[src/rtl/smbus_blk_host.sv]
module smbus_blk_host #(
  parameter int DEPTH = 32
) (
  input  logic       clk,
  input  logic       rst_n,
  input  logic [3:0] reg_addr,
  input  logic       reg_wr,
  input  logic       reg_rd,
  input  logic [7:0] reg_wdata,
  output logic [7:0] reg_rdata,
  output logic       bus_req,
  output logic [1:0] bus_op,
  output logic [7:0] bus_txd,
  output logic       bus_last,
  input  logic       bus_done,
  input  logic       bus_nack,
  input  logic [7:0] bus_rxd
);
  localparam int IW = $clog2(DEPTH);
  localparam logic [8:0] MAXCNT = 9'(DEPTH);
  localparam logic [2:0] PROT_BLOCK = 3'd5;
  localparam logic [1:0] OP_START = 2'd0, OP_WR = 2'd1, OP_RD = 2'd2, OP_STOP = 2'd3;
  localparam logic [1:0] RES_OK = 2'd0, RES_DEV = 2'd1, RES_FAIL = 2'd2;

  typedef enum logic [3:0] {
    S_IDLE, S_START, S_ADDR, S_CMD, S_CNT, S_WDATA,
    S_RSTART, S_RADDR, S_RCNT, S_RDATA, S_STOP
  } state_t;

  state_t state;
  logic [7:0] cmd_r, tgt_r, d0_r, d1_r, aux_r, xidx;
  logic [2:0] prot_r;
  logic ie_r, kill_r, last_r, pec_r, kill_pend, rd_dir;
  logic st_inuse, st_fail, st_dev, st_intr;
  logic [1:0] res;
  logic [IW-1:0] bidx;
  logic [7:0] mem [DEPTH];

  wire busy    = state != S_IDLE;
  wire ctl_wr  = reg_wr && reg_addr == 4'h2;
  wire go      = ctl_wr && reg_wdata[6] && !busy;
  wire bad_cnt = d0_r == 8'd0 || {1'b0, d0_r} > MAXCNT;
  wire bad     = reg_wdata[4:2] != PROT_BLOCK || (!tgt_r[0] && bad_cnt);
  wire port_wr = reg_wr && reg_addr == 4'h7 && !busy;
  wire port_mv = (reg_wr || reg_rd) && reg_addr == 4'h7 && !busy;
  wire fsm_wr  = bus_done && state == S_RDATA;
  wire at_end  = xidx + 8'd1 == d0_r;

  assign bus_req  = busy;
  assign bus_last = state == S_RDATA && at_end;

  always_comb begin
    case (state)
      S_START, S_RSTART: bus_op = OP_START;
      S_RCNT, S_RDATA:   bus_op = OP_RD;
      S_STOP:            bus_op = OP_STOP;
      default:           bus_op = OP_WR;
    endcase
    case (state)
      S_ADDR:  bus_txd = {tgt_r[7:1], 1'b0};
      S_RADDR: bus_txd = {tgt_r[7:1], 1'b1};
      S_CMD:   bus_txd = cmd_r;
      S_CNT:   bus_txd = d0_r;
      S_WDATA: bus_txd = mem[xidx[IW-1:0]];
      default: bus_txd = 8'h00;
    endcase
    case (reg_addr)
      4'h0:    reg_rdata = {1'b0, st_inuse, 1'b0, st_fail, 1'b0, st_dev, st_intr, busy};
      4'h2:    reg_rdata = {pec_r, 1'b0, last_r, prot_r, kill_r, ie_r};
      4'h3:    reg_rdata = cmd_r;
      4'h4:    reg_rdata = tgt_r;
      4'h5:    reg_rdata = d0_r;
      4'h6:    reg_rdata = d1_r;
      4'h7:    reg_rdata = mem[bidx];
      4'hD:    reg_rdata = aux_r;
      default: reg_rdata = 8'h00;
    endcase
  end

  always_ff @(posedge clk) begin
    if (fsm_wr) mem[xidx[IW-1:0]] <= bus_rxd;
    else if (port_wr) mem[bidx] <= reg_wdata;
  end

  always_ff @(posedge clk or negedge rst_n) begin
    if (!rst_n) begin
      state <= S_IDLE;
      {cmd_r, tgt_r, d0_r, d1_r, aux_r, xidx} <= '0;
      {prot_r, ie_r, kill_r, last_r, pec_r, kill_pend, rd_dir} <= '0;
      {st_inuse, st_fail, st_dev, st_intr} <= '0;
      res  <= RES_OK;
      bidx <= '0;
    end else begin
      if (reg_wr) begin
        case (reg_addr)
          4'h0: begin
            if (reg_wdata[6]) st_inuse <= 1'b0;
            if (reg_wdata[4]) st_fail  <= 1'b0;
            if (reg_wdata[2]) st_dev   <= 1'b0;
            if (reg_wdata[1]) st_intr  <= 1'b0;
          end
          4'h2: {pec_r, last_r, prot_r, kill_r, ie_r} <= {reg_wdata[7], reg_wdata[5:0]};
          4'h3: if (!busy) cmd_r <= reg_wdata;
          4'h4: if (!busy) tgt_r <= reg_wdata;
          4'h5: if (!busy) d0_r <= reg_wdata;
          4'h6: d1_r <= reg_wdata;
          4'hD: aux_r <= reg_wdata;
          default: ;
        endcase
      end
      if (reg_rd && reg_addr == 4'h0) st_inuse <= 1'b1;
      if (reg_rd && reg_addr == 4'h2) bidx <= '0;
      else if (port_mv && aux_r[1]) bidx <= bidx + 1'b1;
      if (ctl_wr && reg_wdata[1] && busy) kill_pend <= 1'b1;

      if (go) begin
        if (bad) st_fail <= 1'b1;
        else begin
          state <= S_START;
          rd_dir <= tgt_r[0];
          res <= RES_OK;
          kill_pend <= 1'b0;
          xidx <= '0;
        end
      end

      if (bus_done && busy) begin
        case (state)
          S_START:  state <= S_ADDR;
          S_ADDR:   if (bus_nack) begin state <= S_STOP; res <= RES_DEV; end
                    else state <= S_CMD;
          S_CMD:    if (bus_nack) begin state <= S_STOP; res <= RES_DEV; end
                    else state <= rd_dir ? S_RSTART : S_CNT;
          S_CNT:    if (bus_nack) begin state <= S_STOP; res <= RES_DEV; end
                    else begin state <= S_WDATA; xidx <= '0; end
          S_WDATA:  begin
                      xidx <= xidx + 8'd1;
                      if (bus_nack) begin state <= S_STOP; res <= RES_DEV; end
                      else if (at_end) state <= S_STOP;
                    end
          S_RSTART: state <= S_RADDR;
          S_RADDR:  if (bus_nack) begin state <= S_STOP; res <= RES_DEV; end
                    else state <= S_RCNT;
          S_RCNT:   begin
                      d0_r <= bus_rxd;
                      xidx <= '0;
                      if (bus_rxd == 8'd0 || {1'b0, bus_rxd} > MAXCNT) begin
                        state <= S_STOP; res <= RES_FAIL;
                      end else state <= S_RDATA;
                    end
          S_RDATA:  begin
                      xidx <= xidx + 8'd1;
                      if (at_end) state <= S_STOP;
                    end
          S_STOP:   begin
                      state <= S_IDLE;
                      case (res)
                        RES_OK:  st_intr <= 1'b1;
                        RES_DEV: st_dev  <= 1'b1;
                        default: st_fail <= 1'b1;
                      endcase
                    end
          default:  state <= S_IDLE;
        endcase
        if (kill_pend && state != S_STOP) begin
          state <= S_STOP;
          res <= RES_FAIL;
        end
      end
    end
  end

  assert_stop_before_idle_R2: assert property (@(posedge clk) disable iff (!rst_n)
    $fell(bus_req) |-> $past(bus_op == OP_STOP && bus_done));

  assert_flag_on_finish_R9: assert property (@(posedge clk) disable iff (!rst_n)
    $fell(bus_req) |-> (st_intr || st_dev || st_fail));

  assert_op_held_R8: assert property (@(posedge clk) disable iff (!rst_n)
    (bus_req && !bus_done) |=> ($stable(bus_op) && $stable(bus_txd) && $stable(bus_last)));

  assert_index_in_count_R3: assert property (@(posedge clk) disable iff (!rst_n)
    (state == S_RDATA || state == S_WDATA) |-> (xidx < d0_r && {1'b0, d0_r} <= MAXCNT));
endmodule

[config.mk]
export PLATFORM = sky130hd
export DESIGN_NAME = smbus_blk_host
export DESIGN_NICKNAME = d
export VERILOG_FILES = /design/src/rtl/smbus_blk_host.sv
export SDC_FILE = /design/constraint.sdc
export NUM_CORES = 1
export LEC_CHECK = 0
export ABC_AREA = 1
export BUFFER_PORTS_ARGS = -buffer_cell sky130_fd_sc_hd__buf_2
export CORE_UTILIZATION = 35
export DETAILED_ROUTE_END_ITERATION = 10
export GPL_TIMING_DRIVEN = 0
export PLACE_DENSITY = 0.52
export SYNTH_ARGS = -nofsm -noshare
export SYNTH_HDL_FRONTEND = slang
export SYNTH_SLANG_ARGS = --single-unit
[constraint.sdc]
create_clock -name clk -period 3.3 [get_ports clk]
set_input_delay 0.33 -clock clk [delete_from_list [all_inputs] [get_ports clk]]
set_output_delay 0.33 -clock clk [all_outputs]
set_load 0.005 [all_outputs]
==> flow_summary.yaml <==
sta:
  period_minus_slack_ns: 3.46
  finalCritPeriodShare_pct: 105
  final-hold-violation-count: 0
  rsz0062_at_grt: "true"
  worst_slack_ns: -0.159
  drv_slew: 0
  clock_skew_ns: 0.0354
  tightest_slew_ns: 0.965
  whs_ns: 0.0526
  maxSlewHeadroom_pct: 35.7
  clock.fmax_mhz: 289
  finalSetupViolations: 18
power_and_ir_drop:
  power.density_nw_per_um2: 681
  pwr-share-seq_pct: 36.2
  p_int_w: 0.00836
  p_clk_share_pct: 31.5
  ir_drop_mv: 0.311
  switchingPower_w: 0.00519
  combPwrFrac_pct: 32.3
  p_leak_nw: 7.42
  p_sw_share_pct: 38.3
  power_w: 0.0136
synthesis:
  synthesis.area_um2: 16900
  synth-seq-area-share_pct: 56.3
  synth_cells: 1900
  syn_nets: 1928
  async_flop_share_pct: 22.0
  synth_seq_cells: 328
  yosysUniqueCellTypes: 43
  synth-warning-count: 0
  ys.flop_type: "edfxtp_1"
  syn_avg_cell_area_um2: 8.87
  synth_edf_count: 256
clock_network:
  cts_tree: "done"
  clk_pin_slew_worst_paths_ns: 0.06
  clock_latency_ns: 0.60
  cts.path.max_buffers: 3
  numCtsBuffers: 39
  cts-root-buf: "clkbuf_16"
  clock-sinks: 328
  cts_max_level: 2
placement:
  place_ws_ns: -0.328
  placed_cells: 2568
  io_buffer_count: 45
  dp_hpwl_mm: 58.2
  gp_congestion: 1.04
  place_area_um2: 18100
grt:
  antenna_found_initial: 1
  grt_overflow: 0
  grt_pass1_vias: 15200
  grt_max_degree: 62
  grt_pass1_wl_mm: 116
  track_usage_pct: 33.8
critical_path:
  worstReg2RegEnd: "mem[26][7]"
  critPathKind: "reg2out"
  end_kind: "primary output"
  reg2reg_from: "state[1]"
  r2r_slack_ns: -0.08
  max_stage_delay_ns: 0.65
  startpoint_type: "flip-flop"
  crit_slowest_cell: "o211ai_1"
  reg2reg_depth: 10
  arrival_ns: 3.13
  cp_max_fo: 10
  crit_required_ns: 2.97
  crit_chain: "buf_4, buf_2, o21ai_0, o21ai_0, o211ai_1, nand4_1, nand3_2, nand2_1, buf_2"
hold_path:
  hold_class: "in2reg"
  min_from: "bus_rxd[0]"
  worstHoldPathCells: 3
  min_to: "d0_r[0]"
finish:
  stdcell_count: 2641
  fillerInstances: 4663
  antennaDiodeCount: 0
  final_area_um2: 19900
  drive_gt1_share_pct: 14.2
  multi_input_area_um2: 6580
  area_growth_pct: 18.1
  fin_nets: 2025
  layout.area.seq_um2: 9490
die:
  ios: 46
  row_count: 80
  die_area_um2: 49000
  start_util_pct: 35.4
  die_h_um: 221
  die_x_um: 221
  core_um2: 47600
route:
  routed_via_density: 6.12
  drt-initial-drc-count: 2216
  via_count: 16200
  drtAntennaViolNets: 0
  firstDrtPassIters: 5
  drc: 0
  wl_per_cell_um: 31.4
  wirelength_mm: 82.8
run_status:
  violations: "negative setup slack"
  outcome: "finished with violations"
job:
  maxCapViolations: 0
[critical path: cells and delay by family, from the launching register on]
kind	cells	cell delay [ns]
buffers and inverters	3	0.63
flip-flops	1	0.42
AO/OA/AOI/OAI	3	0.98
AND/OR/NAND/NOR	3	0.52
[flip-flops by register name, summed over array words and instances, names as in the netlist]
| name | count |
|---|---|
| mem | 256 |
| aux_r | 8 |
| cmd_r | 8 |
| d0_r | 8 |
| d1_r | 8 |
| tgt_r | 8 |
| xidx | 8 |
| bidx | 5 |
| state | 4 |
| prot_r | 3 |
| res | 2 |
| ie_r | 1 |
| kill_pend | 1 |
| kill_r | 1 |
| last_r | 1 |
| pec_r | 1 |
| rd_dir | 1 |
| st_dev | 1 |
| st_fail | 1 |
| st_intr | 1 |
| st_inuse | 1 |
[logic make-up (layout without fill, tap and decap cells)]
| family | after synthesis | in the layout | share of synthesized area (%) |
|---|---|---|---|
| AO/OA/AOI/OAI | 615 | 615 | 20.3 |
| XOR/XNOR | 2 | 2 | 0.104 |
| adder cells (fa/ha/maj) | 2 | 2 | 0.148 |
| buffers and inverters | 268 | 394 | 6.22 |
| flip-flops | 328 | 328 | 56.3 |
| AND/OR/NAND/NOR | 685 | 685 | 16.9 |
[layer usage]
layer  track usage (%)  share of wire, %  up-vias
met4              20.5               6.7        2
met5                 0             0.016        -
met1              45.1                40     7925
met2              50.4                43     1072
li1                  -                 -     6910
met3              6.94                10      243
[stage by stage]
step	utilization [%]	TNS, ns
after floorplan	-	0
after global placement	37.5	-645.05
after detailed placement	38.1	-19.24
after CTS	41.4	-0.138
after global routing	41.8	-4.97
final	41.8	-0.953
[worst max-delay path by stage]
stage	startpoint	endpoint	slack [ns]
detailed placement	xidx[0]	mem[5][2]	-0.33
CTS	bidx[0]	reg_rdata[7]	-0.14
global placement	state[3]	mem[12][6]	-3.06
finish	bidx[0]	reg_rdata[7]	-0.16
floorplan	state[1]	mem[0][0]	0.40
global route	state[1]	mem[26][5]	-0.17
[power by group through the flow]
stage | clock network [W] | logic (W) | registers, W
2_1_floorplan | 0 | 0.00207 | 0.00492
3_3_place_gp | 0 | 0.00384 | 0.00500
3_5_place_dp | 0 | 0.00389 | 0.00499
4_1_cts | 0.00430 | 0.00410 | 0.00491
5_1_grt | 0.00445 | 0.00455 | 0.00493
6_report | 0.00426 | 0.00438 | 0.00491
[layout by cell type, fill, tap and decap left out, drive strengths merged, types with 19 or more instances in the layout]
cell type    n
nand3      103
inv        154
o22ai       48
nand2      275
edfxtp     256
dfrtp       72
buf        105
o211ai      42
a21oi      101
nor2       272
nand4       19
o221ai      24
o21ai      380
clkbuf     115
[synth_stat cells, types with 2 or more instances]
cell	number	share of area, %
o21ai_0	378	11
nand2_1	272	6.1
nor2_1	264	5.9
edfxtp_1	256	46
inv_1	143	3.2
nand3_1	99	2.9
a21oi_1	95	2.8
clkbuf_1	75	1.7
dfrtp_1	72	11
o22ai_1	48	1.8
o211ai_1	42	1.9
buf_2	28	0.83
o221ai_1	24	1.2
nand4_1	19	0.71
nor3_1	13	0.39
buf_1	10	0.22
inv_2	9	0.20
a211oi_1	6	0.27
a21oi_2	5	0.26
nand3_2	4	0.24
nor2_2	4	0.15
o31ai_1	4	0.18
nor2_4	3	0.20
a2111oi_0	2	0.10
clkinv_1	2	0.045
ha_1	2	0.15
nand2_2	2	0.074
nor4_1	2	0.074
o2111ai_1	2	0.10
o21bai_1	2	0.089
[final cells by class]
class                           instances  share of cell area [%]
Tap cell                              615                    3.86
Buffer                                113                    4.01
Clock buffer                           52                    5.20
Clock inverter                         18                   0.892
Timing Repair Buffer                   57                    2.36
Multi-Input combinational cell       1304                    33.1
Inverter                              154                    2.95
Sequential cell                       328                    47.7
[what timing repair did]
item                                    CTS  global route
gates resized for setup                 153            82
endpoints found under the setup margin  167           166
pin swaps                                 5            15
setup buffers                             2             1
hold endpoints to repair                 72             0
gates cloned                              0             0
hold buffers                              1             0
(Power assumes the default switching activity.)
